$ cat config.mk
export PLATFORM = sky130hd
export DESIGN_NAME = uart_flag_ctrl
export DESIGN_NICKNAME = d
export VERILOG_FILES = /design/src/rtl/uart_flag_pkg.sv /design/src/rtl/uart_flag_clr.sv /design/src/rtl/uart_flag_parity.sv /design/src/rtl/uart_flag_rx.sv /design/src/rtl/uart_flag_tx.sv /design/src/rtl/uart_flag_ctrl.sv
export SDC_FILE = /design/constraint.sdc
export NUM_CORES = 1
export LEC_CHECK = 0
export BUFFER_PORTS_ARGS = -buffer_cell sky130_fd_sc_hd__buf_2
export CAP_MARGIN = 10
export CORE_MARGIN = 4
export CORE_UTILIZATION = 45
export CTS_CLUSTER_SIZE = 16
export DETAILED_ROUTE_END_ITERATION = 12
export PLACE_DENSITY = 0.81
export REMOVE_ABC_BUFFERS = 1
export SLEW_MARGIN = 5
export SYNTH_ARGS = -nofsm -noshare
export SYNTH_HDL_FRONTEND = slang
export SYNTH_HIERARCHICAL = 1
export SYNTH_SLANG_ARGS = --single-unit
$ cat constraint.sdc
create_clock -name clk_i -period 3.1 [get_ports clk_i]
set_input_delay 0.465 -clock clk_i [delete_from_list [all_inputs] [get_ports clk_i]]
set_output_delay 0.465 -clock clk_i [all_outputs]
set_load 0.03 [all_outputs]
$ cat src/rtl/uart_flag_pkg.sv
package uart_flag_pkg;
  localparam int unsigned STS_W   = 8;
  localparam int unsigned B_TXE   = 0;
  localparam int unsigned B_RXR   = 1;
  localparam int unsigned B_PERR  = 2;
  localparam int unsigned B_TXD   = 3;
  localparam int unsigned B_MPB   = 4;
  localparam logic [STS_W-1:0] STS_RST = 8'h09;

  typedef struct packed {
    logic mpb;
    logic txd;
    logic perr;
    logic rxr;
    logic txe;
  } flags_t;
endpackage

$ cat src/rtl/uart_flag_clr.sv
// One software-clearable flag with read-as-1 arming.
module uart_flag_clr #(
  parameter logic RST_VAL = 1'b0
) (
  input  logic clk_i,
  input  logic rst_ni,
  input  logic set_i,
  input  logic rd_i,
  input  logic wr_i,
  input  logic wbit_i,
  output logic flag_o,
  output logic sw_clr_o
);
  logic flag_q, arm_q;

  assign sw_clr_o = wr_i & arm_q & ~wbit_i;
  assign flag_o   = flag_q;

  always_ff @(posedge clk_i or negedge rst_ni) begin
    if (!rst_ni) begin
      flag_q <= RST_VAL;
      arm_q  <= 1'b0;
    end else begin
      arm_q <= (rd_i & flag_q) | (arm_q & ~wr_i);
      if (set_i)         flag_q <= 1'b1;
      else if (sw_clr_o) flag_q <= 1'b0;
    end
  end


  no_blind_clr_chk: assert property (@(posedge clk_i) disable iff (!rst_ni)
    (wr_i && !arm_q && flag_q) |=> flag_q);

  set_wins_chk: assert property (@(posedge clk_i) disable iff (!rst_ni)
    set_i |=> flag_q);
endmodule

$ cat src/rtl/uart_flag_parity.sv
module uart_flag_parity #(
  parameter int unsigned DW = 8
) (
  input  logic [DW-1:0] data_i,
  input  logic          par_i,
  input  logic          odd_i,
  output logic          bad_o
);
  logic [DW:0] acc;
  assign acc[0] = par_i;
  for (genvar g = 0; g < DW; g++) begin : g_x
    assign acc[g+1] = acc[g] ^ data_i[g];
  end
  assign bad_o = acc[DW] ^ odd_i;
endmodule

$ cat src/rtl/uart_flag_rx.sv
module uart_flag_rx #(
  parameter int unsigned DW = 8
) (
  input  logic          clk_i,
  input  logic          rst_ni,
  input  logic          re_i,
  input  logic          sync_i,
  input  logic          par_en_i,
  input  logic          pm_i,
  input  logic          mp_fmt_i,
  input  logic          rx_done_i,
  input  logic [DW-1:0] rx_data_i,
  input  logic          rx_par_i,
  input  logic          rx_mpb_i,
  input  logic          sts_rd_i,
  input  logic          sts_wr_i,
  input  logic          w_rxr_i,
  input  logic          w_perr_i,
  output logic          rxr_o,
  output logic          perr_o,
  output logic          mpb_o,
  output logic [DW-1:0] rdr_o
);
  logic par_bad, accept, chk_par;
  logic [DW-1:0] rdr_q;
  logic mpb_q;
  logic rxr_clr_unused, perr_clr_unused;

  uart_flag_parity #(.DW(DW)) u_par (
    .data_i(rx_data_i), .par_i(rx_par_i), .odd_i(pm_i), .bad_o(par_bad)
  );

  assign chk_par = par_en_i & ~sync_i;
  assign accept  = rx_done_i & re_i & ~perr_o;

  uart_flag_clr #(.RST_VAL(1'b0)) u_rxr (
    .clk_i, .rst_ni, .set_i(accept & ~(chk_par & par_bad)),
    .rd_i(sts_rd_i), .wr_i(sts_wr_i), .wbit_i(w_rxr_i),
    .flag_o(rxr_o), .sw_clr_o(rxr_clr_unused)
  );

  uart_flag_clr #(.RST_VAL(1'b0)) u_perr (
    .clk_i, .rst_ni, .set_i(accept & chk_par & par_bad),
    .rd_i(sts_rd_i), .wr_i(sts_wr_i), .wbit_i(w_perr_i),
    .flag_o(perr_o), .sw_clr_o(perr_clr_unused)
  );

  always_ff @(posedge clk_i or negedge rst_ni) begin
    if (!rst_ni) begin
      rdr_q <= '0;
      mpb_q <= 1'b0;
    end else if (accept) begin
      rdr_q <= rx_data_i;
      if (mp_fmt_i && !sync_i) mpb_q <= rx_mpb_i;
    end
  end

  assign rdr_o = rdr_q;
  assign mpb_o = mpb_q;


  perr_no_rxr_chk: assert property (@(posedge clk_i) disable iff (!rst_ni)
    $rose(perr_o) |-> !$rose(rxr_o));

  halt_rdr_chk: assert property (@(posedge clk_i) disable iff (!rst_ni)
    perr_o |=> $stable(rdr_q));

  re_off_chk: assert property (@(posedge clk_i) disable iff (!rst_ni)
    !re_i |=> ($stable(mpb_q) && !$rose(perr_o)));
endmodule

$ cat src/rtl/uart_flag_tx.sv
module uart_flag_tx #(
  parameter int unsigned DW = 8
) (
  input  logic          clk_i,
  input  logic          rst_ni,
  input  logic          te_i,
  input  logic          tx_last_i,
  input  logic          tx_take_i,
  input  logic          tdr_wr_i,
  input  logic [DW-1:0] tdr_wdata_i,
  input  logic          sts_rd_i,
  input  logic          sts_wr_i,
  input  logic          w_txe_i,
  output logic          txe_o,
  output logic          txd_o,
  output logic [DW-1:0] tdr_o
);
  logic txe_clr, txd_q, txd_set;
  logic [DW-1:0] tdr_q;

  uart_flag_clr #(.RST_VAL(1'b1)) u_txe (
    .clk_i, .rst_ni, .set_i(tx_take_i),
    .rd_i(sts_rd_i), .wr_i(sts_wr_i), .wbit_i(w_txe_i),
    .flag_o(txe_o), .sw_clr_o(txe_clr)
  );

  assign txd_set = ~te_i | (tx_last_i & txe_o);

  always_ff @(posedge clk_i or negedge rst_ni) begin
    if (!rst_ni) begin
      txd_q <= 1'b1;
      tdr_q <= '0;
    end else begin
      if (txd_set)                   txd_q <= 1'b1;
      else if (txe_clr || tdr_wr_i)  txd_q <= 1'b0;
      if (tdr_wr_i) tdr_q <= tdr_wdata_i;
    end
  end

  assign txd_o = txd_q;
  assign tdr_o = tdr_q;


  te_off_txd_chk: assert property (@(posedge clk_i) disable iff (!rst_ni)
    !te_i |=> txd_q);

  last_txd_chk: assert property (@(posedge clk_i) disable iff (!rst_ni)
    (tx_last_i && txe_o) |=> txd_q);

  txd_rise_chk: assert property (@(posedge clk_i) disable iff (!rst_ni)
    $rose(txd_q) |-> $past(!te_i || tx_last_i));
endmodule

$ cat src/rtl/uart_flag_ctrl.sv
module uart_flag_ctrl
  import uart_flag_pkg::*;
#(
  parameter int unsigned DW = 8
) (
  input  logic             clk_i,
  input  logic             rst_ni,
  input  logic             te_i,
  input  logic             re_i,
  input  logic             sync_i,
  input  logic             par_en_i,
  input  logic             pm_i,
  input  logic             mp_fmt_i,
  input  logic             rx_done_i,
  input  logic [DW-1:0]    rx_data_i,
  input  logic             rx_par_i,
  input  logic             rx_mpb_i,
  input  logic             tx_last_i,
  input  logic             tx_take_i,
  input  logic             sts_rd_i,
  input  logic             sts_wr_i,
  input  logic [STS_W-1:0] sts_wdata_i,
  output logic [STS_W-1:0] sts_rdata_o,
  input  logic             tdr_wr_i,
  input  logic [DW-1:0]    tdr_wdata_i,
  output logic [DW-1:0]    tdr_o,
  output logic [DW-1:0]    rdr_o,
  output logic             rx_halt_o,
  output logic             tx_halt_o
);
  flags_t fl;

  uart_flag_rx #(.DW(DW)) u_rx (
    .clk_i, .rst_ni, .re_i, .sync_i, .par_en_i, .pm_i, .mp_fmt_i,
    .rx_done_i, .rx_data_i, .rx_par_i, .rx_mpb_i,
    .sts_rd_i, .sts_wr_i,
    .w_rxr_i(sts_wdata_i[B_RXR]), .w_perr_i(sts_wdata_i[B_PERR]),
    .rxr_o(fl.rxr), .perr_o(fl.perr), .mpb_o(fl.mpb), .rdr_o
  );

  uart_flag_tx #(.DW(DW)) u_tx (
    .clk_i, .rst_ni, .te_i, .tx_last_i, .tx_take_i, .tdr_wr_i, .tdr_wdata_i,
    .sts_rd_i, .sts_wr_i, .w_txe_i(sts_wdata_i[B_TXE]),
    .txe_o(fl.txe), .txd_o(fl.txd), .tdr_o
  );

  always_comb begin
    sts_rdata_o         = '0;
    sts_rdata_o[B_TXE]  = fl.txe;
    sts_rdata_o[B_RXR]  = fl.rxr;
    sts_rdata_o[B_PERR] = fl.perr;
    sts_rdata_o[B_TXD]  = fl.txd;
    sts_rdata_o[B_MPB]  = fl.mpb;
  end

  assign rx_halt_o = fl.perr;
  assign tx_halt_o = fl.perr & sync_i;


  tx_halt_chk: assert property (@(posedge clk_i) disable iff (!rst_ni)
    tx_halt_o |-> (rx_halt_o && sync_i));
endmodule

# After elaboration in Yosys (flattened, before gate mapping)
# Cells that the tools add are included.
[classes]
n_mux = 8
n_bitwise = 42
n_reduce_logical = 8
[ops]
columns = ["operator", "n"]
rows = [
  ["1-bit AND", 21],
  ["1-bit XOR", 9],
  ["1-bit two-way mux", 8],
  ["1-bit inverter", 8],
  ["2-bit nonzero test", 4],
  ["1-bit bitwise OR", 4],
  ["2-bit AND reduction", 1],
  ["1-bit logical AND", 1],
  ["1-bit zero test", 1],
  ["1-bit logical OR", 1],
]
[totals]
register_bits = 24
inputBits = 40
output_inout_bits = 26
wordCells = 68

# Logic depth before layout (Yosys ltp)
[logic_depth]
ltp_word = 13
depth_mapped = 8
mapped_depth_nobuf = 8

# Modules after synthesis
# The synthesis kept the hierarchy.
[by_module_without_submodules]
columns = ["module", "instances", "cells_each", "area_each_um2", "seq_area_each_um2"]
rows = [
  ["uart_flag_rx", 1, 25, 416.6, 225.2],
  ["uart_flag_tx", 1, 21, 391.6, 226.5],
  ["uart_flag_clr (u_rx.u_perr ...)", 2, 10, 83.8, 50.0],
  ["uart_flag_parity", 1, 8, 91.3, 0.0],
  ["uart_flag_clr (u_tx.u_txe)", 1, 10, 85.1, 51.3],
  ["uart_flag_ctrl", 1, 6, 40.0, 0.0],
]

# Worst setup path before layout
# No wires, ideal clock.
[synth_timing]
path_kind = "input -> register"
startpoint = "input rx_data_i[4]"
endpoint = "register u_rx.u_perr.flag_q, in the netlist u_rx/u_perr/flag_o"
setup_ns = 0.082
arrival_ns = 1.609
t_required_ns = 3.018
path_slack_ns = 1.409
cell_stages = 7
n_path_buf = 0
path_cell_list = "xnor2_1 > xnor3_1 > xnor2_1 > nand2_1 > nor3_1 > nor2_1 > a31oi_1"
[synth_between]
elab_chain_cells = 7
elab_cells_between_ends = 8
classes_between = "mux: 1; bitwise: 6; reduce/logical: 1"
[synth_lines]
columns = ["element", "line", "rtl"]
rows = [
  ["start: declaration", "uart_flag_ctrl.sv:15", "input logic [DW-1:0] rx_data_i,"],
  ["1-bit XOR * (4 in series)", "uart_flag_parity.sv:12", "assign acc[g+1] = acc[g] ^ data_i[g];"],
  ["1-bit XOR *", "uart_flag_parity.sv:14", "assign bad_o = acc[DW] ^ odd_i;"],
  ["via u_rx.par_bad", "uart_flag_rx.sv:24", "logic par_bad, accept, chk_par;"],
  ["1-bit AND *", "uart_flag_rx.sv:43", ".clk_i, .rst_ni, .set_i(accept & chk_par & par_bad),"],
  ["1-bit two-way mux / 2-bit nonzero test (equally long branches)", "n/a", ""],
  ["end signal: assignment", "uart_flag_clr.sv:21", "flag_q <= RST_VAL;"],
  ["end signal: assignment", "uart_flag_clr.sv:25", "if (set_i) flag_q <= 1'b1;"],
  ["end signal: assignment", "uart_flag_clr.sv:26", "else if (sw_clr_o) flag_q <= 1'b0;"],
  ["end: declaration", "uart_flag_clr.sv:14", "logic flag_q, arm_q;"],
]
# Mark *: on every way through the listed nets, which the timed path passes. The rest lies on a longest branch.
# A chain may end at the register's enable or synchronous reset.

# Worst setup path after layout
# Same ends and word-level chain as after synthesis.

==> flow_metrics.env <==
export IMPL_totalWireLength_um=2280
export IMPL_maxSlewHeadroom=0.649
export IMPL_synth_area_per_cell_sq_um=13.7
export IMPL_finalCritPeriodShare=0.526
export IMPL_outcome="finished, final reports clean"
export IMPL_drt_wirelength_per_cell_um=13.2
export IMPL_cts_resized_gates=0
export IMPL_detail_route_iter0_violations=15
export IMPL_gpl_final_weighted_congestion=0.662
export IMPL_global_route_wire_length_before_repair_um=3650
export IMPL_layout_filler_cells=218
export IMPL_core_area_sq_mm=0.00248
export IMPL_multi_input_area_sq_um=514
export IMPL_critical_path_max_fanout=2
export IMPL_min_delay_path_class="in -> async"
export IMPL_max_cap_violations=0
export IMPL_starting_density_of_the_core=0.475
export IMPL_finalMaxSlewViolations=0
export IMPL_drive_above_1_share=0.587
export IMPL_die_area_sq_mm=0.00350
export IMPL_post_dp_hpwl_um=1830
export IMPL_fp_dieH_um=59.2
export IMPL_vdd_ir_drop_worst_v=0.000401
export IMPL_grt_antenna_before_repair=0
export IMPL_clock_pin_slew_worst_setup_and_hold_paths_ps=120
export IMPL_io_buffers=57
export IMPL_num_vias=830
export IMPL_yosys_warnings=6
export IMPL_antennaDiodeCount=0
export IMPL_report_final_setup_viol=0
export IMPL_setup_tns_final_ps=0
export IMPL_min_period_ps=1630
export IMPL_fp_row_count=18
export IMPL_cts_made_buffers=3
export IMPL_final_net_count=184
export IMPL_criticalPathCategory="in -> reg"
export IMPL_hold_viol=0
export IMPL_grt_setup_unrepaired="no"
export IMPL_cts_max_level=1
export IMPL_start_kind="primary input"
export IMPL_drt_first_pass_iters=3
export IMPL_clk_latency_ps=300
export IMPL_netlist_area_sq_mm=0.00118
export IMPL_maximum_number_of_pins_on_one_net_before_global_route_repair=25
export IMPL_power_density_mw_per_mm2=733
export IMPL_critPathCaptureType="flip-flop"
export IMPL_final_seq_area_sq_um=603
export IMPL_maxClockFrequency_ghz=0.613
export IMPL_cts_hold_buf=0
export IMPL_viasPerCell=4.80
export IMPL_clk_path_buf_depth=2
export IMPL_grt_pass1_vias=854
export IMPL_cts_sinks=24
export IMPL_clock_tree_from_tritoncts="built"
export IMPL_worst_ep_required_time_ps=3330
export IMPL_skew_ps=0.677
export IMPL_all_layer_gr_usage=0.137
export IMPL_layout_area_overhead_vs_synth_pct=26.7
export IMPL_drtAntennaViolNets=0
export IMPL_cp_arrival_ps=1860
export IMPL_fp_dieW_um=59.2
export IMPL_number_of_buffers_added_for_setup_after_cts=0
export IMPL_timing_worst_slew_pin_value_ps=527
export IMPL_postLayoutCoreUtil=0.602
export IMPL_grt_remaining_overflow=0
export IMPL_p_leak_nw=0.801
export IMPL_synth_cells=86
export IMPL_clockRootBuffer="sky130_fd_sc_hd__clkbuf_4"
export IMPL_io_pins=66
export IMPL_drc=0
[layout by cell type, fill, tap and decap left out, drive strengths merged, types with 4 or more instances in the layout]
cell and count:
buf 57, dfrtp 22, mux2 17, nor2 9, xnor2 7, nand2 6, inv 4, clkbuf 4
[report_power, final]
group | switching, mW | total [mW] | internal [mW]
sequential | 0.0537 | 0.454 | 0.400
clock | 0.0874 | 0.159 | 0.0716
combinational | 0.283 | 0.479 | 0.197
total | 0.424 | 1.09 | 0.669
[routing by layer]
metal  part of all wire  vias up  global-route usage  wire length, um
met5                  0        -                   0                0
met4             0.0057        0              0.0485               13
met3               0.14        2              0.0523              316
met2               0.46       46               0.227             1060
met1               0.39      385               0.161              892
li1                   -      397                   -                -
[final timing paths]
kind / start / end / slack, ps / cells past startpoint
max in group asynchronous: rst_ni / u_tx/u_txe/flag_o / 2610 / 1
setup / recovery: rx_data_i[4] / u_rx/u_perr/flag_o / 1470 / 8
min in group clk_i: te_i / u_tx/txd_o / 350 / 2
hold reg to reg: u_tx/u_txe/arm_q / u_tx/u_txe/flag_o / 460 / 1
setup reg to reg: u_rx/u_perr/flag_o / u_rx/mpb_o / 1660 / 3
hold / removal: rst_ni / u_rx/rdr_o[6] / 120 / 1
[flip-flops by register name, summed over array words and instances (netlist names)]
name / flops
u_rx/u_rxr/arm_q: 1
u_rx/mpb_o: 1
u_tx/u_txe/flag_o: 1
u_tx/tdr_o: 8
u_tx/u_txe/arm_q: 1
u_tx/txd_o: 1
u_rx/u_perr/arm_q: 1
u_rx/u_perr/flag_o: 1
u_rx/rdr_o: 8
u_rx/u_rxr/flag_o: 1
[worst max-delay path: stages]
cell and delay (ps):
sky130_fd_sc_hd__buf_2 120, sky130_fd_sc_hd__xnor2_1 160, sky130_fd_sc_hd__xnor3_1 420, sky130_fd_sc_hd__xnor2_1 170
sky130_fd_sc_hd__nand2_1 80, sky130_fd_sc_hd__nor3_1 190, sky130_fd_sc_hd__nor2_1 80, sky130_fd_sc_hd__a31oi_1 170
[layout make-up]
cell class / instances / area share
Inverter: 4 / 0.0101
Multi-Input combinational cell: 54 / 0.345
Timing Repair Buffer: 57 / 0.191
Sequential cell: 24 / 0.404
Clock buffer: 4 / 0.0243
Tap cell: 30 / 0.0252
[per-stage QoR]
| stage | setup slack (ps) | cells | area (sq um) | total power [mW] | hold WS, ps |
|---|---|---|---|---|---|
| after floorplan | 1410 | 82 | 1130 | 0.794 | 169 |
| after global placement | 1200 | 169 | 1460 | 0.930 | 431 |
| after detailed placement | 1150 | 169 | 1460 | 0.945 | 437 |
| after CTS | 1470 | 173 | 1490 | 1.11 | 124 |
| after global routing | 1410 | 173 | 1490 | 1.16 | 134 |
| final | 1470 | 173 | 1490 | 1.09 | 119 |
No activity file was read; power rests on OpenSTA's default activity.
